[src/rtl/autoack_intc_pkg.sv]
package autoack_intc_pkg;

  localparam int DATA_W    = 32;
  localparam int ADDR_W    = 3;
  localparam int VALID_BIT = 31;
  localparam int TYPE_LO   = 16;
  localparam int TYPE_W    = 2;
  localparam int NUM_W     = 16;

  localparam logic [ADDR_W-1:0] ADDR_EVENT = 3'd0;
  localparam logic [ADDR_W-1:0] ADDR_MSET  = 3'd1;
  localparam logic [ADDR_W-1:0] ADDR_MCLR  = 3'd2;
  localparam logic [ADDR_W-1:0] ADDR_TSET  = 3'd3;
  localparam logic [ADDR_W-1:0] ADDR_TCLR  = 3'd4;

  localparam logic [TYPE_W-1:0] TYPE_HWIRQ = 2'd0;

  typedef enum logic [1:0] {
    RD_EVENT = 2'd0,
    RD_MASK  = 2'd1,
    RD_TRIG  = 2'd2,
    RD_ZERO  = 2'd3
  } rdSel_e;

  typedef struct packed {
    logic   maskSet;
    logic   maskClr;
    logic   trigSet;
    logic   trigClr;
    logic   evtAck;
    logic   rdEn;
    rdSel_e rdSel;
  } strobe_t;

endpackage

[src/rtl/autoack_intc_ctrl.sv]
module autoack_intc_ctrl
  import autoack_intc_pkg::*;
(
  input  logic              busWe,
  input  logic              busRe,
  input  logic [ADDR_W-1:0] busAddr,
  output strobe_t           stb
);

  always_comb begin
    stb       = '0;
    stb.rdSel = RD_ZERO;
    if (busWe) begin
      unique case (busAddr)
        ADDR_MSET: stb.maskSet = 1'b1;
        ADDR_MCLR: stb.maskClr = 1'b1;
        ADDR_TSET: stb.trigSet = 1'b1;
        ADDR_TCLR: stb.trigClr = 1'b1;
        default:   ;
      endcase
    end else if (busRe) begin
      stb.rdEn = 1'b1;
      unique case (busAddr)
        ADDR_EVENT: begin
          stb.rdSel  = RD_EVENT;
          stb.evtAck = 1'b1;
        end
        ADDR_MSET, ADDR_MCLR: stb.rdSel = RD_MASK;
        ADDR_TSET, ADDR_TCLR: stb.rdSel = RD_TRIG;
        default:              stb.rdSel = RD_ZERO;
      endcase
    end
  end

endmodule

[src/rtl/autoack_intc_dpath.sv]
module autoack_intc_dpath
  import autoack_intc_pkg::*;
#(
  parameter int NUM_SRC = 16
) (
  input  logic               clk,
  input  logic               rstN,
  input  logic [NUM_SRC-1:0] hwLines,
  input  strobe_t            stb,
  input  logic [DATA_W-1:0]  wdata,
  output logic [DATA_W-1:0]  rdata,
  output logic               irq,
  output logic [NUM_SRC-1:0] maskVec,
  output logic [NUM_SRC-1:0] pendVec
);

  localparam int IDX_W = (NUM_SRC > 1) ? $clog2(NUM_SRC) : 1;
  localparam logic [NUM_SRC-1:0] ONE = {{(NUM_SRC-1){1'b0}}, 1'b1};

  logic [NUM_SRC-1:0] trigVec;
  logic [NUM_SRC-1:0] wBits;
  logic [NUM_SRC-1:0] ackBits;
  logic [NUM_SRC-1:0] maskNext;
  logic [NUM_SRC-1:0] trigNext;
  logic [IDX_W-1:0]   winIdx;
  logic               anyPend;
  logic [DATA_W-1:0]  evtWord;

  assign wBits   = wdata[NUM_SRC-1:0];
  assign pendVec = (hwLines | trigVec) & ~maskVec;
  assign anyPend = |pendVec;

  // lowest index wins: scan downward so the last hit is the smallest
  always_comb begin
    winIdx = '0;
    for (int i = NUM_SRC - 1; i >= 0; i--) begin
      if (pendVec[i]) winIdx = IDX_W'(i);
    end
  end

  assign ackBits = (stb.evtAck && anyPend) ? (ONE << winIdx) : '0;

  always_comb begin
    evtWord = '0;
    if (anyPend) begin
      evtWord[VALID_BIT]                = 1'b1;
      evtWord[TYPE_LO +: TYPE_W]        = TYPE_HWIRQ;
      evtWord[NUM_W-1:0]                = NUM_W'(winIdx);
    end
  end

  always_comb begin
    maskNext = maskVec | ackBits;
    if (stb.maskSet) maskNext = maskNext | wBits;
    if (stb.maskClr) maskNext = maskNext & ~wBits;
    trigNext = trigVec;
    if (stb.trigSet) trigNext = trigNext | wBits;
    if (stb.trigClr) trigNext = trigNext & ~wBits;
  end

  always_ff @(posedge clk or negedge rstN) begin
    if (!rstN) begin
      maskVec <= '1;
      trigVec <= '0;
      irq     <= 1'b0;
      rdata   <= '0;
    end else begin
      maskVec <= maskNext;
      trigVec <= trigNext;
      irq     <= anyPend;
      if (stb.rdEn) begin
        unique case (stb.rdSel)
          RD_EVENT: rdata <= evtWord;
          RD_MASK:  rdata <= DATA_W'(maskVec);
          RD_TRIG:  rdata <= DATA_W'(trigVec);
          default:  rdata <= '0;
        endcase
      end
    end
  end

endmodule

[src/rtl/autoack_intc.sv]
module autoack_intc
  import autoack_intc_pkg::*;
#(
  parameter int NUM_SRC = 16
) (
  input  logic               clk,
  input  logic               rstN,
  input  logic [NUM_SRC-1:0] hwLines,
  input  logic               busWe,
  input  logic               busRe,
  input  logic [2:0]         busAddr,
  input  logic [31:0]        busWdata,
  output logic [31:0]        busRdata,
  output logic               irqOut
);

  strobe_t            stb;
  logic [NUM_SRC-1:0] maskVec;
  logic [NUM_SRC-1:0] pendVec;

  autoack_intc_ctrl u_ctrl (
    .busWe   (busWe),
    .busRe   (busRe),
    .busAddr (busAddr),
    .stb     (stb)
  );

  autoack_intc_dpath #(.NUM_SRC(NUM_SRC)) u_dpath (
    .clk     (clk),
    .rstN    (rstN),
    .hwLines (hwLines),
    .stb     (stb),
    .wdata   (busWdata),
    .rdata   (busRdata),
    .irq     (irqOut),
    .maskVec (maskVec),
    .pendVec (pendVec)
  );

endmodule

[config.mk]
export PLATFORM = sky130hd
export DESIGN_NAME = autoack_intc
export DESIGN_NICKNAME = d
export VERILOG_FILES = /design/src/rtl/autoack_intc_pkg.sv /design/src/rtl/autoack_intc_ctrl.sv /design/src/rtl/autoack_intc_dpath.sv /design/src/rtl/autoack_intc.sv
export SDC_FILE = /design/constraint.sdc
export NUM_CORES = 1
export LEC_CHECK = 0
export ABC_AREA = 1
export BUFFER_PORTS_ARGS = -buffer_cell sky130_fd_sc_hd__buf_4
export CAP_MARGIN = 20
export CORE_ASPECT_RATIO = 2
export CORE_MARGIN = 2
export CORE_UTILIZATION = 35
export DETAILED_ROUTE_END_ITERATION = 7
export GPL_TIMING_DRIVEN = 0
export PLACE_DENSITY = 0.56
export SLEW_MARGIN = 20
export SYNTH_ARGS = -nofsm -noshare
export SYNTH_HDL_FRONTEND = slang
export SYNTH_HIERARCHICAL = 1
export SYNTH_SLANG_ARGS = --single-unit
[constraint.sdc]
create_clock -name clk -period 2 [get_ports clk]
set_input_delay 0.4 -clock clk [delete_from_list [all_inputs] [get_ports clk]]
set_output_delay 0.4 -clock clk [all_outputs]
set_load 0.01 [all_outputs]
==> flow_summary.toml <==
[status]
status = "finished clean"

[setup_path]
required_ns = 2.23
critPathMaxStageDelay_ns = 0.53
critPathKind = "reg -> reg"
crit_top_cell = "nand2_1"
critical-path-top-delay-family = "simple AND/OR/NAND/NOR gates"
crit_fanout = 3
startpoint_type = "flop"
cp_slowest_cell = "dfstp_2"
crit_path_end_kind = "flop"
cp_cell_sequence = "inv_2, o21ai_2, nand2_1, nand2_1, nand2_1, nand2_1, nand2_1, nand2_1, nand2_1, nand2_1, nand2_1, nand2_1, nand2_1, nand2_2, nand2_4, nand2_4, nand4_4, nor2_2, nor2_1, nor2_1"
cp_num_buf_inv = 1
cp.arrival_ns = 2.14

[place]
placed_cells_incl_taps = 598
hpwlAfterDp_mm = 6.677
gp_congestion = 0.8176
dpl-instance-area_um2 = 3681
pre_cts_slack_ns = -0.2105
port_buffers = 56

[drt]
ant_nets = 0
drt_pass1_iterations = 4
drt_iter0_markers = 179
wl_per_cell_um = 14.04
drc = 0
wl_mm = 8.764
vias_per_cell = 4.638
dr_total_vias = 2894

[final_layout]
area_growth_pct = 33.77
drive_above_1_share = 0.3492
num_antenna_cells = 0
layout.nets = 578
instances_no_fill = 624
postLayoutCellArea_um2 = 4124

[logic_synthesis]
yosysWarnings = 6
syn_area_per_cell_um2 = 7.203
syn_area_um2 = 3083
synthCells = 428

[clocking]
root_buffer = "clkbuf_16"
cts.path.max_buffers = 2
clk_latency_ns = 0.29
htreeDepth = 2
cts_buffers = 5
cts_tree = "yes"
clkTransAtPathRegs_ns = 0.07
cts.sinks = 50

[timing]
fin_ws_ns = 0.08222
slew-limit-headroom = 0.5583
hold_violations = 0
rsz0062_at_grt = "yes"
fin_skew_ns = 0.009065
slew_viol_final = 0
setup_viol = 0
fin_crit_sh = 0.9589
max_freq_mhz = 521.4
fin_crit_ns = 1.918
tightest_slew_ns = 0.6625

[grt]
overflow = 0
grt_pass1_wl_mm = 13.23
antenna_found_initial = 0
grt_usage = 0.1810
grt_max_degree = 51
first_global_vias = 2697

[floorplan]
die_h_um = 136.7
die-width_um = 70.37
start_util = 0.3590
coreArea_um2 = 8588
num_io_pins = 88
die_area_um2 = 9621
rows = 48

[pwr]
ir_drop_mv = 0.5282
swShare = 0.3491
p_per_area_nw_per_um2 = 903.1
power.share.clock = 0.260
combPwrFrac = 0.371
power_frac_seq = 0.369
p_int_mw = 2.424
power_leakage_nw = 2.179
p_sw_mw = 1.300

[run]
cap_violations = 0

[hold_path]
hold_class = "in -> async"
routing by layer:
| layer | vias to the layer above | share of wire | global-route usage | routed length, um |
|---|---|---|---|---|
| met5 | - | 0 | 0 | 0 |
| met4 | 0 | 0.036 | 0.07692 | 312 |
| met3 | 21 | 0.035 | 0.01988 | 310 |
| met2 | 67 | 0.57 | 0.3564 | 4977 |
| met1 | 1318 | 0.36 | 0.1877 | 3162 |
| li1 | 1488 | - | - | - |
stage by stage:
step	util	hold slack [ns]	setup TNS [ns]	power, mW
floorplan	-	0.1044	0	2.116
detailed placement	0.4286	0.4669	-2.939	2.440
global route	0.4802	0.1932	-0.6637	3.951
CTS	0.4561	0.1606	-0.003380	3.508
global placement	0.4286	0.4628	-2.645	2.410
finish	0.4802	0.1259	0	3.724
timing repair:
action | in CTS | in global routing
buffers inserted | 5 | 13
pin swaps | 4 | 25
hold buffers | 0 | 0
cloned | 0 | 0
endpoints found under the setup margin | 11 | 23
resized for setup | 9 | 43
final timing paths:
check,endpoint,start,cells after the start,slack [ns]
max in group asynchronous,u_dpath/rdata[2],rstN,1,1.41
min in group clk,u_dpath/maskVec[11],busWdata[11],2,0.25
worst min-delay path,u_dpath/trigVec[11],rstN,1,0.13
worst max-delay path,u_dpath/maskVec[1],u_dpath/maskVec[14],20,0.08
worst min register to register,u_dpath/rdata[2],u_dpath/rdata[2],2,0.48
worst max register to register,u_dpath/maskVec[1],u_dpath/maskVec[14],20,0.08
state kept, by name (all words and copies together) (netlist names):
register	count
u_dpath/rdata	17
u_dpath/maskVec	16
u_dpath/trigVec	16
u_dpath/irq	1
worst register-to-register path, cell delays in order (launching register included):
cell and delay [ns]:
dfstp_2 0.53, inv_2 0.04, o21ai_2 0.05, nand2_1 0.07, nand2_1 0.06, nand2_1 0.05
nand2_1 0.05, nand2_1 0.04, nand2_1 0.06, nand2_1 0.06, nand2_1 0.06, nand2_1 0.04
nand2_1 0.05, nand2_1 0.06, nand2_2 0.10, nand2_4 0.06, nand2_4 0.10, nand4_4 0.11
nor2_2 0.13, nor2_1 0.05, nor2_1 0.08
final cells by class:
type / instances / area, um2
plain buffers: 26 / 155.1
clock buffers: 6 / 128.9
clock inverters: 2 / 37.54
fillers: 875 / 4464
inverters: 104 / 397.9
multi-input cells: 262 / 1449
flip-flops and latches: 50 / 1271
well taps: 100 / 125.1
repair buffers: 74 / 559.3
power groups by stage:
stage / Clock (mW) / Combinational [mW] / Sequential, mW
after floorplan: 0 / 0.755 / 1.36
after global placement: 0 / 1.05 / 1.36
after detailed placement: 0 / 1.07 / 1.37
after CTS: 0.993 / 1.16 / 1.35
after global routing: 1.03 / 1.53 / 1.39
final: 0.968 / 1.38 / 1.37
layout by cell type, fill, tap and decap left out, drive strengths merged:
master,count
dfrtp,34
nand3,2
nor2,45
conb,15
nand2,87
inv,103
or2,1
nor3,2
clkinv,1
o21bai,1
a21boi,4
clkinvlp,1
clkbuf,17
bufinv,1
a21oi,12
nand4,12
buf,89
o22ai,16
o31ai,1
a22oi,4
dfstp,16
o21ai,60
Power figures use the tool's default switching activity.
